<file path="src/rtl/bpw_pkg.sv">
package bpw_pkg;

    // Pad cell variant served by the wrapper
    typedef enum logic [1:0] {
        KIND_PUSH_PULL   = 2'd0,
        KIND_OPEN_DRAIN  = 2'd1,
        KIND_OPEN_SOURCE = 2'd2
    } drive_kind_e;

    // Output path after the test multiplexers
    typedef struct packed {
        logic data;
        logic en;
    } path_sel_t;

    // Data pin level that leaves an open-type cell released
    function automatic logic release_level(drive_kind_e kind);
        return (kind == KIND_OPEN_DRAIN);
    endfunction

endpackage

</file>
<file path="src/rtl/bpw_out_lane.sv">
module bpw_out_lane
    import bpw_pkg::*;
#(
    parameter drive_kind_e KIND = KIND_OPEN_DRAIN
) (
    input  logic core_do,
    input  logic core_oe,
    input  logic bs_do,
    input  logic bs_oe,
    input  logic sel_out,
    input  logic sel_en,
    input  logic force_dis,
    output logic en_fb,
    output logic drv_data,
    output logic drv_en
);

    path_sel_t sel;
    logic      live_en;

    always_comb begin
        sel.data = sel_out ? bs_do : core_do;
        sel.en   = sel_en  ? bs_oe : core_oe;
    end

    // Force-disable sits after the enable multiplexer and its feedback tap
    assign live_en = sel.en & ~force_dis;
    assign en_fb   = sel.en;
    assign drv_en  = live_en;

    generate
        if (KIND == KIND_PUSH_PULL) begin : g_push_pull
            assign drv_data = sel.data;
        end else begin : g_open
            // Parking the data pin keeps an open cell released while off
            localparam logic PARK = release_level(KIND);
            assign drv_data = live_en ? sel.data : PARK;
        end
    endgenerate

endmodule

</file>
<file path="src/rtl/bpw_in_lane.sv">
module bpw_in_lane (
    input  logic pad_line,
    input  logic core_ie,
    input  logic bs_di,
    input  logic sel_in,
    output logic core_di,
    output logic sample
);

    logic gated;

    assign gated   = pad_line & core_ie;
    assign core_di = sel_in ? bs_di : gated;
    // Test copy taken ahead of the gate so the core path is left alone
    assign sample  = pad_line;

endmodule

</file>
<file path="src/rtl/bscan_pad_wrap.sv">
module bscan_pad_wrap
    import bpw_pkg::*;
#(
    parameter int          N_PADS = 4,
    parameter drive_kind_e KIND   = KIND_OPEN_DRAIN
) (
    input  logic [N_PADS-1:0] core_do_i,
    input  logic [N_PADS-1:0] core_oe_i,
    input  logic [N_PADS-1:0] core_ie_i,
    output logic [N_PADS-1:0] core_di_o,
    input  logic              sel_jtag_out_i,
    input  logic              sel_jtag_en_i,
    input  logic              sel_jtag_in_i,
    input  logic              force_dis_i,
    input  logic [N_PADS-1:0] bs_do_i,
    input  logic [N_PADS-1:0] bs_oe_i,
    input  logic [N_PADS-1:0] bs_di_i,
    output logic [N_PADS-1:0] en_fb_o,
    output logic [N_PADS-1:0] sample_o,
    output logic [N_PADS-1:0] drv_data_o,
    output logic [N_PADS-1:0] drv_en_o,
    input  logic [N_PADS-1:0] pad_line_i
);

    for (genvar g = 0; g < N_PADS; g++) begin : g_lane
        bpw_out_lane #(.KIND(KIND)) u_out (
            .core_do  (core_do_i[g]),
            .core_oe  (core_oe_i[g]),
            .bs_do    (bs_do_i[g]),
            .bs_oe    (bs_oe_i[g]),
            .sel_out  (sel_jtag_out_i),
            .sel_en   (sel_jtag_en_i),
            .force_dis(force_dis_i),
            .en_fb    (en_fb_o[g]),
            .drv_data (drv_data_o[g]),
            .drv_en   (drv_en_o[g])
        );

        bpw_in_lane u_in (
            .pad_line(pad_line_i[g]),
            .core_ie (core_ie_i[g]),
            .bs_di   (bs_di_i[g]),
            .sel_in  (sel_jtag_in_i),
            .core_di (core_di_o[g]),
            .sample  (sample_o[g])
        );
    end

endmodule

</file>
<file path="config.mk">
export PLATFORM = sky130hd
export DESIGN_NAME = bscan_pad_wrap
export DESIGN_NICKNAME = d
export VERILOG_FILES = /design/src/rtl/bpw_pkg.sv /design/src/rtl/bpw_out_lane.sv /design/src/rtl/bpw_in_lane.sv /design/src/rtl/bscan_pad_wrap.sv
export SDC_FILE = /design/constraint.sdc
export NUM_CORES = 1
export LEC_CHECK = 0
export ABC_AREA = 1
export ABC_CLOCK_PERIOD_IN_PS = 800
export BUFFER_PORTS_ARGS = -buffer_cell sky130_fd_sc_hd__buf_4
export CORE_AREA = 2 2 39 41
export DETAILED_ROUTE_END_ITERATION = 7
export DIE_AREA = 0 0 41 43
export PLACE_DENSITY = 0.85
export SKIP_LAST_GASP = 1
export SYNTH_ARGS = -nofsm -noshare
export SYNTH_HDL_FRONTEND = slang
export SYNTH_HIERARCHICAL = 1
export SYNTH_SLANG_ARGS = --single-unit
</file>
<file path="constraint.sdc">
create_clock -name vclk -period 0.8
set_input_delay 0.04 -clock vclk [all_inputs]
set_output_delay 0.04 -clock vclk [all_outputs]
set_load 0.005 [all_outputs]
</file>
==> reports/metrics.csv <==
stage;metric;value;unit
status;status;complete, no violations;
yosys;syn_area;370;µm²
floorplan;core_area;1380;µm²
floorplan;dieArea;1760;µm²
power_and_ir_drop;p_leak;0.000500;µW
yosys;synthDistinctLibCells;6;
timing;max_freq;1640;MHz
setup_path;crit_family;buffers and inverters;
placement;hpwlAfterDp;1050;µm
drt;routed_wl;1110;µm
layout;register_area;0;µm²
min_path;min_path_type;in -> out;
min_path;min_delay_path_depth;2;
setup_path;cp_num_buf_inv;3;
grt;grt_max_degree;9;
flow_run;maxCapViolations;0;
floorplan;rows;14;
timing;finalSetupTns;0;ns
grt;grt_pass1_wl;1550;µm
grt;grt_pass1_vias;451;
yosys;syn-instance-count;72;
drt;drc;0;
layout;area_growth;103;%
grt;grt_antenna_before_repair;0;
setup_path;worstPathMaxFanout;8;
cts;cts_setup_buffers;0;
setup_path;crit_type;in -> out;
floorplan;start_util;26.8;%
timing;fin_crit;0.610;ns
yosys;synth_area_per_cell;5.14;µm²
min_path;min_to;sample_o[0];
floorplan;fp.dieH;43;µm
layout;nFlopsAndLatches;0;
layout;final_cell_mix;buf_4, inv_1, nand2_1, nand2_2, nand3_2;
timing;slew_headroom;91.6;%
drt;first_pass_iters;3;
setup_path;crit_required;0.76;ns
cts;cts_hold_buf;0;
min_path;hold_start;pad_line_i[0];
yosys;synth_warnings;6;
timing;slew_violations;0;
placement;port_buffers;52;
layout;clkbuf_count;0;
layout;nets;154;
timing;tightest_slew;0.125;ns
timing;rsz0062_at_grt;no;
cts;cts_resized;0;
floorplan;boundaryPins;52;
yosys;ys_seq_area_share;0;%
layout;layout_commonest_cell;buf_4;
setup_path;arrival;0.57;ns
setup_path;cp-start-kind;input pin;
drt;drt_iter0_markers;1;
setup_path;endpoint_kind;output pin;
floorplan;chipWidth;41;µm
grt;overflow;0;
layout;fillers;155;
yosys;syn-num-nets;104;
grt;grt_usage;11.6;%
timing;hold_viol_final;0;
layout;n_antenna_cell;0;
setup_path;critPathSlowestCell;buf_4;
placement;gp_congestion;0.577;
timing;setup_viol;0;
timing;hold-worst-slack;0.263;ns
drt;vias;551;
power_and_ir_drop;vdd_drop_max;0.161;mV
drt;wl_per_cell;8.16;µm
drt;postRouteAntennaNets;0;
layout;finish.utilization;54.2;%
setup_path;slowest_delay;0.14;ns
drt;drt-vias-per-instance;4.05;
power_and_ir_drop;power_density;486;nW/µm²
layout;drive_gt1_share;60.0;%
setup_path;worstPathCellList;buf_4 > inv_1 > nand2_2 > nand2_2 > nand3_2 > buf_4;
timing;period_share;76.2;%
stage by stage:
| stage | total power [µW] | area [µm²] | setup WS [ns] | cells |
|---|---|---|---|---|
| finish | 365 | 751 | 0.190 | 136 |
| floorplan | 138 | 370 | 0.485 | 72 |
| CTS | 371 | 751 | 0.184 | 136 |
| global route | 403 | 751 | 0.144 | 136 |
| detailed placement | 370 | 751 | 0.185 | 136 |
| global placement | 362 | 751 | 0.204 | 136 |
cells by family after synthesis:
family | synth area share [%]
simple gates | 62.2
buf+inv | 32.4
compound gates | 5.41
how the worst max path moves through the flow:
stage | from | end | slack [ns] | depth (start not counted)
global route | sel_jtag_en_i | drv_data_o[3] | 0.14 | 6
CTS | sel_jtag_en_i | drv_data_o[0] | 0.18 | 6
floorplan | sel_jtag_en_i | drv_en_o[0] | 0.48 | 3
global placement | sel_jtag_en_i | drv_data_o[3] | 0.20 | 6
finish | sel_jtag_en_i | drv_data_o[0] | 0.19 | 6
detailed placement | sel_jtag_en_i | drv_data_o[0] | 0.19 | 6
cell type report:
type	count	area [µm²]	share of cell area, %
inverter	24	90.1	12.0
timing repair buffer	52	390	52.0
multi-input combinational	44	250	33.3
tap	16	20.0	2.67
synthesized netlist by cell type:
cell / count / area [µm²]
buf_4: 4 / 30.0
inv_1: 24 / 90.1
a21oi_1: 4 / 20.0
nand2_1: 20 / 75.1
nand2_2: 12 / 75.1
nand3_2: 8 / 80.1
power by group:
group | internal (µW) | switching [µW] | leakage, µW
clock network | 0 | 0 | 0
logic | 219 | 146 | 0.000500
registers | 0 | 0 | 0
routing by layer:
metal  wire length (µm)  track usage [%]
met4                  0                0
met5                  0                0
met3                167             1.05
met1                299             10.1
met2                643             25.6
No activity file was read; power rests on OpenSTA's default activity.
